## src/rtl/kwdt_pkg.sv

```systemverilog
package kwdt_pkg;

  localparam int NSLOT   = 4;
  localparam int IX_CTRL = 0;
  localparam int IX_LOAD = 1;
  localparam int IX_TRIG = 2;
  localparam int IX_KEY  = 3;
  localparam logic [2:0] AD_STAT = 3'd4;
  localparam logic [2:0] AD_CNT  = 3'd5;

  localparam logic [15:0] KEY_ON1  = 16'hBBBB;
  localparam logic [15:0] KEY_ON2  = 16'h4444;
  localparam logic [15:0] KEY_OFF1 = 16'hAAAA;
  localparam logic [15:0] KEY_OFF2 = 16'h5555;

  typedef enum logic [1:0] {KS_IDLE, KS_ON_ARMED, KS_OFF_ARMED} key_st_e;

  typedef struct packed {
    key_st_e st;
    logic    run;
  } key_res_t;

  function automatic key_res_t key_step(key_st_e s, logic [15:0] k, logic run);
    key_res_t r;
    r.st  = KS_IDLE;
    r.run = run;
    if (k == KEY_ON1)                          r.st  = KS_ON_ARMED;
    else if (k == KEY_OFF1)                    r.st  = KS_OFF_ARMED;
    else if (s == KS_ON_ARMED  && k == KEY_ON2)  r.run = 1'b1;
    else if (s == KS_OFF_ARMED && k == KEY_OFF2) r.run = 1'b0;
    return r;
  endfunction

  // terminal value of the divider for a prescale exponent p
  function automatic int unsigned div_limit(int unsigned p);
    return (32'd1 << p) - 32'd1;
  endfunction

endpackage

```

## src/rtl/kwdt_post.sv

```systemverilog
module kwdt_post #(
  parameter int DW         = 32,
  parameter int POST_TICKS = 2
) (
  input  logic          clk,
  input  logic          rst_n,
  input  logic          tick_i,
  input  logic          wr_hit_i,
  input  logic [DW-1:0] wr_data_i,
  output logic          pend_o,
  output logic          commit_o,
  output logic [DW-1:0] data_o
);
  localparam int CW = $clog2(POST_TICKS + 1);

  logic [CW-1:0] left_q;

  assign commit_o = pend_o && tick_i && (left_q == CW'(1));

  always_ff @(posedge clk or negedge rst_n) begin
    if (!rst_n) begin
      pend_o <= 1'b0;
      left_q <= '0;
      data_o <= '0;
    end else if (wr_hit_i && !pend_o) begin
      pend_o <= 1'b1;
      left_q <= CW'(POST_TICKS);
      data_o <= wr_data_i;
    end else if (pend_o && tick_i) begin
      left_q <= left_q - CW'(1);
      if (left_q == CW'(1)) pend_o <= 1'b0;
    end
  end

  AST_POST_SET:   assert property (@(posedge clk) disable iff (!rst_n) (wr_hit_i && !pend_o) |=> pend_o);
  AST_POST_CLEAR: assert property (@(posedge clk) disable iff (!rst_n) commit_o |=> !pend_o);
  AST_POST_DROP:  assert property (@(posedge clk) disable iff (!rst_n) (pend_o && wr_hit_i) |=> $stable(data_o));

endmodule

```

## src/rtl/kwdt_keyfsm.sv

```systemverilog
module kwdt_keyfsm
  import kwdt_pkg::*;
(
  input  logic        clk,
  input  logic        rst_n,
  input  logic        key_commit_i,
  input  logic [15:0] key_word_i,
  output logic        running_o,
  output key_st_e     state_o
);
  key_res_t nxt;

  always_comb nxt = key_step(state_o, key_word_i, running_o);

  always_ff @(posedge clk or negedge rst_n) begin
    if (!rst_n) begin
      state_o   <= KS_IDLE;
      running_o <= 1'b0;
    end else if (key_commit_i) begin
      state_o   <= nxt.st;
      running_o <= nxt.run;
    end
  end

  logic bad_key;
  assign bad_key = key_commit_i && key_word_i != KEY_ON1 && key_word_i != KEY_OFF1 &&
                   !(state_o == KS_ON_ARMED  && key_word_i == KEY_ON2) &&
                   !(state_o == KS_OFF_ARMED && key_word_i == KEY_OFF2);

  AST_START_ORDER: assert property (@(posedge clk) disable iff (!rst_n) $rose(running_o) |-> $past(state_o) == KS_ON_ARMED);
  AST_STOP_ORDER:  assert property (@(posedge clk) disable iff (!rst_n) $fell(running_o) |-> $past(state_o) == KS_OFF_ARMED);
  AST_BAD_KEY:     assert property (@(posedge clk) disable iff (!rst_n) bad_key |=> ($stable(running_o) && state_o == KS_IDLE));

endmodule

```

## src/rtl/kwdt_count.sv

```systemverilog
module kwdt_count
  import kwdt_pkg::*;
#(
  parameter int CNT_W   = 16,
  parameter int PSC_W   = 3,
  parameter int RST_CYC = 4
) (
  input  logic             clk,
  input  logic             rst_n,
  input  logic             tick_i,
  input  logic             running_i,
  input  logic             psc_en_i,
  input  logic [PSC_W-1:0] psc_val_i,
  input  logic             reload_i,
  input  logic [CNT_W-1:0] load_i,
  output logic [CNT_W-1:0] cnt_o,
  output logic             wdog_rst_o
);
  localparam int DIV_W = (1 << PSC_W) - 1;
  localparam int RC_W  = $clog2(RST_CYC + 1);

  logic [DIV_W-1:0] div_q;
  logic [RC_W-1:0]  rst_left_q;
  logic             div_hit;
  logic             step;
  logic             ovf;

  assign div_hit = !psc_en_i || (div_q == DIV_W'(div_limit(32'(psc_val_i))));
  assign step    = running_i && tick_i && div_hit;
  assign ovf     = step && !reload_i && (&cnt_o);

  always_ff @(posedge clk or negedge rst_n) begin
    if (!rst_n)                   div_q <= '0;
    else if (!running_i || reload_i) div_q <= '0;
    else if (tick_i)              div_q <= div_hit ? '0 : div_q + DIV_W'(1);
  end

  always_ff @(posedge clk or negedge rst_n) begin
    if (!rst_n)                cnt_o <= '0;
    else if (reload_i || ovf)  cnt_o <= load_i;
    else if (step)             cnt_o <= cnt_o + CNT_W'(1);
  end

  always_ff @(posedge clk or negedge rst_n) begin
    if (!rst_n)                  rst_left_q <= '0;
    else if (ovf)                rst_left_q <= RC_W'(RST_CYC);
    else if (rst_left_q != '0)   rst_left_q <= rst_left_q - RC_W'(1);
  end

  assign wdog_rst_o = (rst_left_q != '0);

  AST_OVF_RELOAD: assert property (@(posedge clk) disable iff (!rst_n) ovf |=> cnt_o == $past(load_i));
  AST_RST_PULSE:  assert property (@(posedge clk) disable iff (!rst_n) ovf |=> wdog_rst_o);
  AST_TRIG_LOAD:  assert property (@(posedge clk) disable iff (!rst_n) reload_i |=> cnt_o == $past(load_i));
  AST_STEP_ONE:   assert property (@(posedge clk) disable iff (!rst_n) (step && !reload_i && !(&cnt_o)) |=> cnt_o == $past(cnt_o) + CNT_W'(1));
  AST_HOLD_STOP:  assert property (@(posedge clk) disable iff (!rst_n) (!running_i && !reload_i) |=> $stable(cnt_o));

endmodule

```

## src/rtl/kwdt_top.sv

```systemverilog
module kwdt_top
  import kwdt_pkg::*;
#(
  parameter int          CNT_W      = 16,
  parameter int          PSC_W      = 3,
  parameter int          POST_TICKS = 2,
  parameter int          RST_CYC    = 4,
  parameter logic [31:0] TRIG_RST   = 32'h0000_5AA5
) (
  input  logic        clk,
  input  logic        rst_n,
  input  logic        tick_i,
  input  logic        wr_en_i,
  input  logic [2:0]  wr_addr_i,
  input  logic [31:0] wr_data_i,
  input  logic [2:0]  rd_addr_i,
  output logic [31:0] rd_data_o,
  output logic        wdog_rst_o
);
  localparam int CTRL_W = PSC_W + 1;

  logic [NSLOT-1:0] pend;
  logic [NSLOT-1:0] commit;
  logic [31:0]      pdata [NSLOT];

  for (genvar g = 0; g < NSLOT; g++) begin : g_slot
    kwdt_post #(.DW(32), .POST_TICKS(POST_TICKS)) i_post (
      .clk      (clk),
      .rst_n    (rst_n),
      .tick_i   (tick_i),
      .wr_hit_i (wr_en_i && (wr_addr_i == 3'(g))),
      .wr_data_i(wr_data_i),
      .pend_o   (pend[g]),
      .commit_o (commit[g]),
      .data_o   (pdata[g])
    );
  end

  logic              running;
  key_st_e           key_state;
  logic [CTRL_W-1:0] ctrl_q;
  logic [CNT_W-1:0]  load_q;
  logic [31:0]       trig_q;
  logic              reload;
  logic [CNT_W-1:0]  cnt;

  kwdt_keyfsm i_keys (
    .clk         (clk),
    .rst_n       (rst_n),
    .key_commit_i(commit[IX_KEY]),
    .key_word_i  (pdata[IX_KEY][15:0]),
    .running_o   (running),
    .state_o     (key_state)
  );

  assign reload = commit[IX_TRIG] && (pdata[IX_TRIG] != trig_q);

  always_ff @(posedge clk or negedge rst_n) begin
    if (!rst_n) begin
      ctrl_q <= '0;
      load_q <= '0;
      trig_q <= TRIG_RST;
    end else begin
      if (commit[IX_CTRL] && !running) ctrl_q <= pdata[IX_CTRL][CTRL_W-1:0];
      if (commit[IX_LOAD] && !running) load_q <= pdata[IX_LOAD][CNT_W-1:0];
      if (commit[IX_TRIG])             trig_q <= pdata[IX_TRIG];
    end
  end

  kwdt_count #(.CNT_W(CNT_W), .PSC_W(PSC_W), .RST_CYC(RST_CYC)) i_count (
    .clk       (clk),
    .rst_n     (rst_n),
    .tick_i    (tick_i),
    .running_i (running),
    .psc_en_i  (ctrl_q[0]),
    .psc_val_i (ctrl_q[CTRL_W-1:1]),
    .reload_i  (reload),
    .load_i    (load_q),
    .cnt_o     (cnt),
    .wdog_rst_o(wdog_rst_o)
  );

  always_comb begin
    rd_data_o = '0;
    case (rd_addr_i)
      3'(IX_CTRL): rd_data_o = 32'(ctrl_q);
      3'(IX_LOAD): rd_data_o = 32'(load_q);
      3'(IX_TRIG): rd_data_o = trig_q;
      AD_STAT:     rd_data_o = 32'(pend);
      AD_CNT:      rd_data_o = 32'(cnt);
      default:     rd_data_o = '0;
    endcase
  end

  AST_CTRL_LOCK: assert property (@(posedge clk) disable iff (!rst_n) (running && commit[IX_CTRL]) |=> $stable(ctrl_q));
  AST_LOAD_LOCK: assert property (@(posedge clk) disable iff (!rst_n) (running && commit[IX_LOAD]) |=> $stable(load_q));
  AST_TRIG_SAME: assert property (@(posedge clk) disable iff (!rst_n) (commit[IX_TRIG] && pdata[IX_TRIG] == trig_q) |=> $stable(trig_q));

endmodule

```

## config.mk

```make
export PLATFORM = sky130hd
export DESIGN_NAME = kwdt_top
export DESIGN_NICKNAME = d
export VERILOG_FILES = /design/src/rtl/kwdt_pkg.sv /design/src/rtl/kwdt_post.sv /design/src/rtl/kwdt_keyfsm.sv /design/src/rtl/kwdt_count.sv /design/src/rtl/kwdt_top.sv
export SDC_FILE = /design/constraint.sdc
export NUM_CORES = 1
export LEC_CHECK = 0
export ABC_CLOCK_PERIOD_IN_PS = 4900
export BUFFER_PORTS_ARGS = -buffer_cell sky130_fd_sc_hd__buf_2
export CAP_MARGIN = 20
export CORE_ASPECT_RATIO = 0.5
export CORE_UTILIZATION = 55
export CTS_CLUSTER_DIAMETER = 100
export CTS_CLUSTER_SIZE = 14
export DETAILED_ROUTE_END_ITERATION = 10
export GPL_TIMING_DRIVEN = 0
export PLACE_DENSITY = 0.74
export SYNTH_ARGS = -nofsm -noshare
export SYNTH_HDL_FRONTEND = slang
export SYNTH_SLANG_ARGS = --single-unit
```

## constraint.sdc

```tcl
create_clock -name clk -period 4.9 [get_ports clk]
set_clock_uncertainty 0.2 [all_clocks]
set_input_delay 0.98 -clock clk [delete_from_list [all_inputs] [get_ports clk]]
set_output_delay 0.98 -clock clk [all_outputs]
set_load 0.01 [all_outputs]
```

---- After elaboration in Yosys (flattened, before gate mapping) ----
Cells that the tools add are included.
storage, ports and cells
  output and inout bits ................... 33
  register bits ........................... 161
cells by class
  equal/unequal tests ..................... 19
  shifts and indexed selects .............. 1
  reduce and logical (&&, ||, !) cells .... 56
  multiplexer cells ....................... 32
  bitwise logic cells ..................... 2
  add/subtract/negate cells ............... 8
operators by type and width
  kind                   number
  $pmux 32 s5            1
  $eq 16x15->1 const B   2
  $eq 16x16->1 const B   2
  $mux 16                2
  $ne 32x32->1           1
  $logic_and 1x1->1      25
  $reduce_bool 2->1      12
  $mux 7                 3
  $mux 2                 10
  $add 16x1->16 const B  1
  $reduce_and 16->1      1
  $mux 1                 14
  $eq 2x1->1 const B     5
  $eq 3x2->1 const B     3
  $reduce_and 2->1       4
  $sub 2x1->2 const B    4
  $add 7x1->7 const B    1
  $eq 7x7->1             1
  $logic_not 1->1        7
  $shl 1x3->7 const A    1
  $sub 7x1->7 const B    1
  $eq 3x1->1 const B     2
  $eq 3x3->1 const B     2
  $logic_not 3->1        2
  other kinds (7)        11

---- Logic depth before layout (Yosys ltp) ----
Gate-level depths: netlist (run 1).
  depth in word-level cells ............... 9
  mapped depth ............................ 13

---- Modules after synthesis ----
A second synthesis (run 1) with hierarchy kept.
second synthesis, totals
  cell total of the unflattened synthesis .. 770
  area total of the unflattened synthesis .. 10,751.6 um^2
modules (own cells, without submodules)
  module       sequential area each (um^2)  cells an instance  area each (um^2)  times used
  kwdt_post    875.8                        81                 1,491.4           4
  kwdt_top     1,311.3                      232                2,821.5           1
  kwdt_count   650.6                        190                1,732.9           1
  kwdt_keyfsm  75.1                         24                 231.5             1

---- Worst setup path after synthesis (run 1) ----
OpenSTA, ideal clock, no wires.
  path kind ............................... input port to output port
  start ................................... input rd_addr_i[2]
  end ..................................... output rd_data_o[10]
  path buffers ............................ 2
  arrival time ............................ 2,186 ps
  cell stages on the path ................. 4
  path slack .............................. 1,534 ps
  path through ............................ clkbuf_1 > buf_1 > mux2i_1 > o21ai_0
between the ends
  word-level cells in the longest chain between the ends .. 2
RTL lines
  element                             RTL line        RTL
  start: declaration                  kwdt_top.sv:16  input logic [2:0] rd_addr_i,
  $eq 3x3->1 (tied with other cells)  kwdt_top.sv:85  case (rd_addr_i)
  $pmux 32 s5 *                       kwdt_top.sv:85
  end: declaration                    kwdt_top.sv:17  output logic [31:0] rd_data_o,
Every way passes the cells marked *; elsewhere a longest branch is shown, timed or not.

---- Worst setup path in the final report (run 1) ----
  start ................................... input rd_addr_i[2]
  end ..................................... output rd_data_o[7]
Same word-level chain as after synthesis.

==> results of run 1 <==
[report_power, final]
part           internal [uW]  switching [uW]  total, uW
registers               1910             495       2400
logic                    850             653       1500
clock network            730             593       1320
total                   3490            1740       5230
[critical path, cell delays in order]
cell and delay (ns):
clkbuf_1 0.25, nor3b_1 0.78, clkbuf_1 0.56, nand2_1 0.21, o21ai_0 0.16, buf_2 0.18
[cells by family (layout without fill, tap and decap cells)]
| kind of cell | Yosys count | in the layout |
|---|---|---|
| buffers and inverters | 49 | 154 |
| adder cells (fa/ha/maj) | 9 | 9 |
| AND/OR/NAND/NOR | 179 | 179 |
| flip-flops | 161 | 161 |
| AO/OA/AOI/OAI | 69 | 69 |
| XOR/XNOR | 45 | 45 |
| multiplexers | 152 | 152 |
[registers in the layout, indices dropped and copies added (netlist names)]
| name | flops |
|---|---|
| trig_q | 32 |
| g_slot.i_post.data_o | 68 |
| ctrl_q | 4 |
| i_count.rst_left_q | 3 |
| load_q | 16 |
| i_count.div_q | 7 |
| i_keys.state_o | 2 |
| i_count.cnt_o | 16 |
| i_keys.running_o | 1 |
| g_slot.i_post.left_q | 8 |
| g_slot.i_post.pend_o | 4 |
[layout make-up]
cell class	instances	share of cell area, %
plain buffers	28	1.34
clock buffers	18	4.83
clock inverters	14	1.58
inverters	21	0.867
multi-input cells	454	39.9
flip-flops and latches	161	44.4
well taps	192	2.64
repair buffers	73	4.38
[routing by layer]
metal / up-vias / share of wire [%] / global-route usage (%)
met4: 0 / 0.84 / 6.33
li1: 2536 / - / -
met2: 124 / 45 / 40.1
met3: 20 / 6.1 / 6.58
met5: - / 0 / 0
met1: 2793 / 48 / 37.5
[path summary, 6_finish.rpt]
| path | endpoint | cells after the start | slack (ns) | start |
|---|---|---|---|---|
| max | rd_data_o[7] | 6 | 0.59 | rd_addr_i[2] |
| min | i_count.rst_left_q[2] | 1 | 0.26 | rst_n |
| max reg2reg | i_count.cnt_o[8] | 11 | 1.21 | ctrl_q[3] |
| min reg2reg | g_slot[3].i_post.left_q[1] | 1 | 0.29 | g_slot[3].i_post.left_q[1] |
| max in group asynchronous | g_slot[3].i_post.data_o[10] | 2 | 3.34 | rst_n |
| min in group clk | g_slot[3].i_post.left_q[1] | 1 | 0.29 | g_slot[3].i_post.left_q[1] |
[per-stage QoR]
step | util (%) | cells | total power [uW]
6_report | 66.1 | 961 | 5230
2_1_floorplan | - | 664 | 3430
5_1_grt | 66.1 | 961 | 5510
3_3_place_gp | 61.6 | 928 | 3810
4_1_cts | 66.1 | 961 | 5230
3_5_place_dp | 61.9 | 929 | 3900
[layout by cell type, fill, tap and decap left out, types with 8 or more instances in the layout]
cell | synthesis | final
dfrtp_1 | 153 | 153
mux2_2 | 121 | 121
buf_2 | 4 | 75
nand2_1 | 57 | 57
xnor2_1 | 39 | 39
nand3_1 | 23 | 23
nor2_1 | 22 | 22
and2_1 | 22 | 22
o21ai_0 | 22 | 22
inv_1 | 21 | 21
mux2i_1 | 21 | 21
clkbuf_1 | 20 | 20
a21oi_1 | 18 | 18
clkbuf_16 | 0 | 17
nand4_1 | 11 | 11
o22a_1 | 9 | 9
ha_1 | 9 | 9
dfstp_2 | 8 | 8
==> results.py, run 1 <==
metrics = {
    "timing": {
        "tns_ns": 0,
        "max_slew.worst_pin.slew_ns": 0.855,
        "max-slew-margin-rel_pct": 42.9,
        "drv_slew": 0,
        "rsz0062_at_grt": "no",
        "setup_ws_ns": 0.589,
        "min_period_over_period_pct": 88.0,
        "hold_violations": 0,
        "period_minus_slack_ns": 4.31,
        "setup_viol": 0,
        "timing.fmax_mhz": 232,
        "whs_ns": 0.263,
    },
    "synthesis": {
        "synthFlopType": "dfrtp_1",
        "synth-simple-area-share_pct": 11.8,
        "synth_top_area_share_pct": 48.7,
        "yosys.cell_count.top_type": "dfrtp_1",
        "synthMuxAreaShare_pct": 22.0,
        "synth.distinct_cells": 49,
        "synthTopCellsByArea": "dfrtp_1, mux2_2, xnor2_1",
        "synthesis.area_sq_mm": 0.00787,
        "syn_avg_cell_area_sq_um": 11.8,
        "synthAdderAreaFrac_pct": 1.43,
        "yosysTopAreaCell": "dfrtp_1",
        "synthArstFlopShare_pct": 100,
        "syn-num-nets": 715,
        "ys_ff_latch": 161,
        "synth_edf_count": 0,
        "synth-xor-area-share_pct": 5.01,
        "netlist_instances": 664,
        "synth_top_family_by_area": "multiplexers",
        "synth_top_cells_by_count": "dfrtp_1, mux2_2, nand2_1, xnor2_1, nand3_1",
        "synth_compound_area_share_pct": 5.84,
        "ys_seq_area_share_pct": 51.3,
        "yosys_warnings": 0,
    },
    "global_routing": {
        "grt_pass1_vias": 5404,
        "grt_usage_pct": 26.1,
        "grt_max_degree": 108,
        "grt_pass1_wl_microns": 28900,
        "grt_overflow_total": 0,
        "antenna_found_initial": 0,
    },
    "pwr": {
        "p_per_area_mw_per_mm2": 575,
        "power_leakage_uw": 0.00411,
        "peakVddDrop_mv": 0.279,
    },
    "cts": {
        "clk_pin_slew_ns": 0.06,
        "cts_tree": "built",
        "cts_htree_levels": 4,
        "clock-sinks": 161,
        "hold_buffers": 0,
        "cts_root_buf": "clkbuf_16",
        "cts_resized": 0,
        "cts_buffers": 17,
        "post-cts-setup-buffers": 0,
        "cts_buffer_depth": 2,
        "clock_latency_ns": 0.42,
    },
    "drt": {
        "avgViaCountPerCell": 5.70,
        "drc": 0,
        "drt_iter0_markers": 350,
        "dr_total_vias": 5473,
        "post_drt_wl_per_cell_microns": 18.7,
        "routed_wl_microns": 18000,
        "drtAntennaViolNets": 0,
        "firstDrtPassIters": 5,
    },
    "placement": {
        "place_area_sq_mm": 0.00850,
        "gp_congestion": 0.868,
        "port_buffers": 72,
        "dpl_worst_slack_ns": 0.672,
        "dp_hpwl_microns": 12800,
    },
    "setup_path": {
        "criticalPathCategory": "primary input to primary output",
        "crit_path_end_kind": "primary output",
        "start_kind": "primary input",
        "required_ns": 3.72,
        "worstPathMaxFanout": 10,
        "worst_ep_arrival_time_ns": 3.13,
    },
    "final_layout": {
        "finalInstanceArea_sq_mm": 0.00909,
        "fillers": 1100,
        "area_growth_pct": 15.5,
        "antenna_cells": 0,
        "multi_input_area_sq_mm": 0.00363,
        "final_layout_size_suffix_gt1_share_pct": 32.5,
        "fin_nets": 807,
        "regArea_sq_mm": 0.00404,
    },
    "run": {
        "cap_violations": 0,
    },
    "floorplanning": {
        "placementRows": 30,
        "die_x_microns": 171,
        "initial_utilization_pct": 57.3,
        "ios": 75,
        "die_area_sq_mm": 0.0148,
        "die_h_microns": 86.6,
        "coreArea_sq_mm": 0.0137,
    },
    "worst_hold_path": {
        "hold_path.class": "primary input to asynchronous set/reset pin",
    },
    "status": {
        "status": "completed",
    },
}
Power figures use the tool's default switching activity.
==> inputs of run 2 (changes only) <==
--- a/config.mk
+++ b/config.mk
@@ -14,7 +14,8 @@
 export CTS_CLUSTER_SIZE = 14
 export DETAILED_ROUTE_END_ITERATION = 10
 export GPL_TIMING_DRIVEN = 0
-export PLACE_DENSITY = 0.74
+export PLACE_DENSITY_LB_ADDON = 0.12
+export RECOVER_POWER = 25
 export SYNTH_ARGS = -nofsm -noshare
 export SYNTH_HDL_FRONTEND = slang
 export SYNTH_SLANG_ARGS = --single-unit
==> run 2 against run 1 <==
Net effect:
- the run now ends with max-capacitance violations, max-slew violations left
- combinational power barely moved
- final area rose by 0.80%
- maximum frequency rose by 4.2%
- sequential power barely moved
- register-to-register slack got worse by 0.05 ns
- global-route usage fell by 0.17 points
- first-iteration DRC count rose by 7.7%
- non-clock buffer count did not move
- critical endpoint is now rd_data_o[15]
==> results.py, run 2 (synthesis gave the netlist of run 1 again) <==
metrics = {
    "status": {
        "status": "complete, but fails checks",
        "violations": "max-capacitance violations, max-slew violations",
    },
    "drt": {
        "avgViaCountPerCell": 5.67,
        "routed_wl_microns": 18000,
        "drt_iter0_markers": 377,
        "firstDrtPassIters": 5,
        "drc": 0,
        "post_drt_wl_per_cell_microns": 18.7,
        "dr_total_vias": 5449,
        "drtAntennaViolNets": 0,
    },
    "placement": {
        "gp_congestion": 0.853,
        "dp_hpwl_microns": 12900,
        "port_buffers": 72,
        "placed_cells": 929,
    },
    "run": {
        "cap_violations": 1,
    },
    "timing": {
        "drv_slew": 46,
        "tns_ns": 0,
        "rsz0062_at_grt": "no",
        "hold_violations": 0,
        "timing.fmax_mhz": 242,
        "setup_viol": 0,
        "period_minus_slack_ns": 4.14,
        "min_period_over_period_pct": 84.5,
        "max_slew.worst_pin.slew_ns": 2.56,
        "max-slew-margin-rel_pct": -70.9,
    },
    "setup_path": {
        "slowest_stage": "nor3b_1",
        "crit_path_end_kind": "primary output",
        "worst_ep_arrival_time_ns": 2.96,
        "worstPathMaxFanout": 10,
        "start_kind": "primary input",
        "criticalPathCategory": "primary input to primary output",
        "path_delay_family": "buffers and inverters",
        "crit_path_max_incr_delay_ns": 0.69,
        "path_cells": "clkbuf_1 > nor3b_1 > clkbuf_1 > nand2_1 > o21ai_0 > buf_2",
        "crit_path_frequent_cell": "clkbuf_1",
        "crit_buf_inv": 3,
        "required_ns": 3.72,
    },
    "global_routing": {
        "grt_pass1_vias": 5336,
        "antenna_found_initial": 1,
        "grt_usage_pct": 26.0,
        "grt_pass1_wl_microns": 28700,
        "grt_max_degree": 117,
        "grt_overflow_total": 0,
    },
    "final_layout": {
        "largest_register": "g_slot.i_post.data_o",
        "final_common_cell": "dfrtp_1",
        "top_regs": "g_slot.i_post.data_o x68, trig_q x32",
        "final_layout_size_suffix_gt1_share_pct": 32.4,
        "fin_nets": 807,
        "final_cell_mix": "dfrtp_1, mux2_2, buf_2, nand2_1, xnor2_1",
        "largest_reg_flops": 68,
        "fin_cells": 961,
        "area_growth_pct": 16.4,
        "antenna_cells": 0,
    },
    "cts": {
        "cts_buffers": 17,
        "cts_root_buf": "clkbuf_16",
        "clock-sinks": 161,
        "hold_buffers": 0,
        "cts_buffer_depth": 2,
        "cts_resized": 0,
        "cts_tree": "built",
        "cts_htree_levels": 4,
        "clk_pin_slew_ns": 0.06,
        "clock_latency_ns": 0.42,
        "post-cts-setup-buffers": 0,
    },
    "floorplanning": {
        "die_area_sq_mm": 0.0148,
        "initial_utilization_pct": 57.3,
        "die_x_microns": 171,
        "coreArea_sq_mm": 0.0137,
        "ios": 75,
        "placementRows": 30,
        "die_h_microns": 86.6,
    },
    "worst_hold_path": {
        "hold_path.class": "flip-flop to flip-flop",
    },
    "pwr": {
        "peakVddDrop_mv": 0.292,
        "p_per_area_mw_per_mm2": 591,
        "power_leakage_uw": 0.00413,
    },
}
==> run 2: area by class of cell <==
type                    instances  area (sq um)
flip-flops and latches        161          4040
repair buffers                 73           387
fillers                      1088          4580
plain buffers                  28           121
clock inverters                15           241
clock buffers                  17           425
well taps                     192           240
multi-input cells             454          3630
inverters                      21          78.8
==> run 2: worst min-delay path, stage by stage, from the launching register on <==
cell and delay, ns:
dfrtp_1 0.34, nand2_1 0.05, nand3_1 0.07
==> run 2: per-layer routing <==
metal,vias up,global-route usage [%],wire [microns]
li1,2551,-,-
met1,2733,39.0,8830
met2,149,39.0,7970
met3,16,4.29,968
met4,0,7.47,226
met5,-,0,0
==> run 2: worst paths after layout <==
check / from / cells past startpoint / slack (ns) / endpoint
max in group asynchronous: rst_n / 2 / 1.83 / g_slot[2].i_post.data_o[6]
max: rd_addr_i[2] / 6 / 0.76 / rd_data_o[15]
min reg2reg: g_slot[0].i_post.left_q[1] / 2 / 0.29 / g_slot[0].i_post.left_q[1]
max reg2reg: ctrl_q[3] / 11 / 1.16 / i_count.cnt_o[11]
min: g_slot[0].i_post.left_q[1] / 2 / 0.29 / g_slot[0].i_post.left_q[1]
min in group asynchronous: rst_n / 1 / 1.15 / i_count.div_q[3]
==> run 2: per-stage QoR <==
| stage | util [%] | total power (uW) | cell area [sq um] | setup slack, ns | hold WS, ns |
|---|---|---|---|---|---|
| 2_1_floorplan | - | 3430 | 7870 | 1.53 | 0.260 |
| 4_1_cts | 66.8 | 5430 | 9170 | 0.745 | 0.250 |
| 5_1_grt | 66.7 | 5700 | 9160 | 0.571 | 0.309 |
| 3_5_place_dp | 61.9 | 3910 | 8500 | 0.741 | 0.283 |
| 6_report | 66.7 | 5410 | 9160 | 0.762 | 0.292 |
| 3_3_place_gp | 61.6 | 3830 | 8470 | 0.148 | 0.271 |
==> run 2: where the power goes <==
| group | switching, uW | internal, uW |
|---|---|---|
| combinational | 650 | 852 |
| clock | 578 | 922 |
| sequential | 503 | 1910 |
| total | 1730 | 3680 |
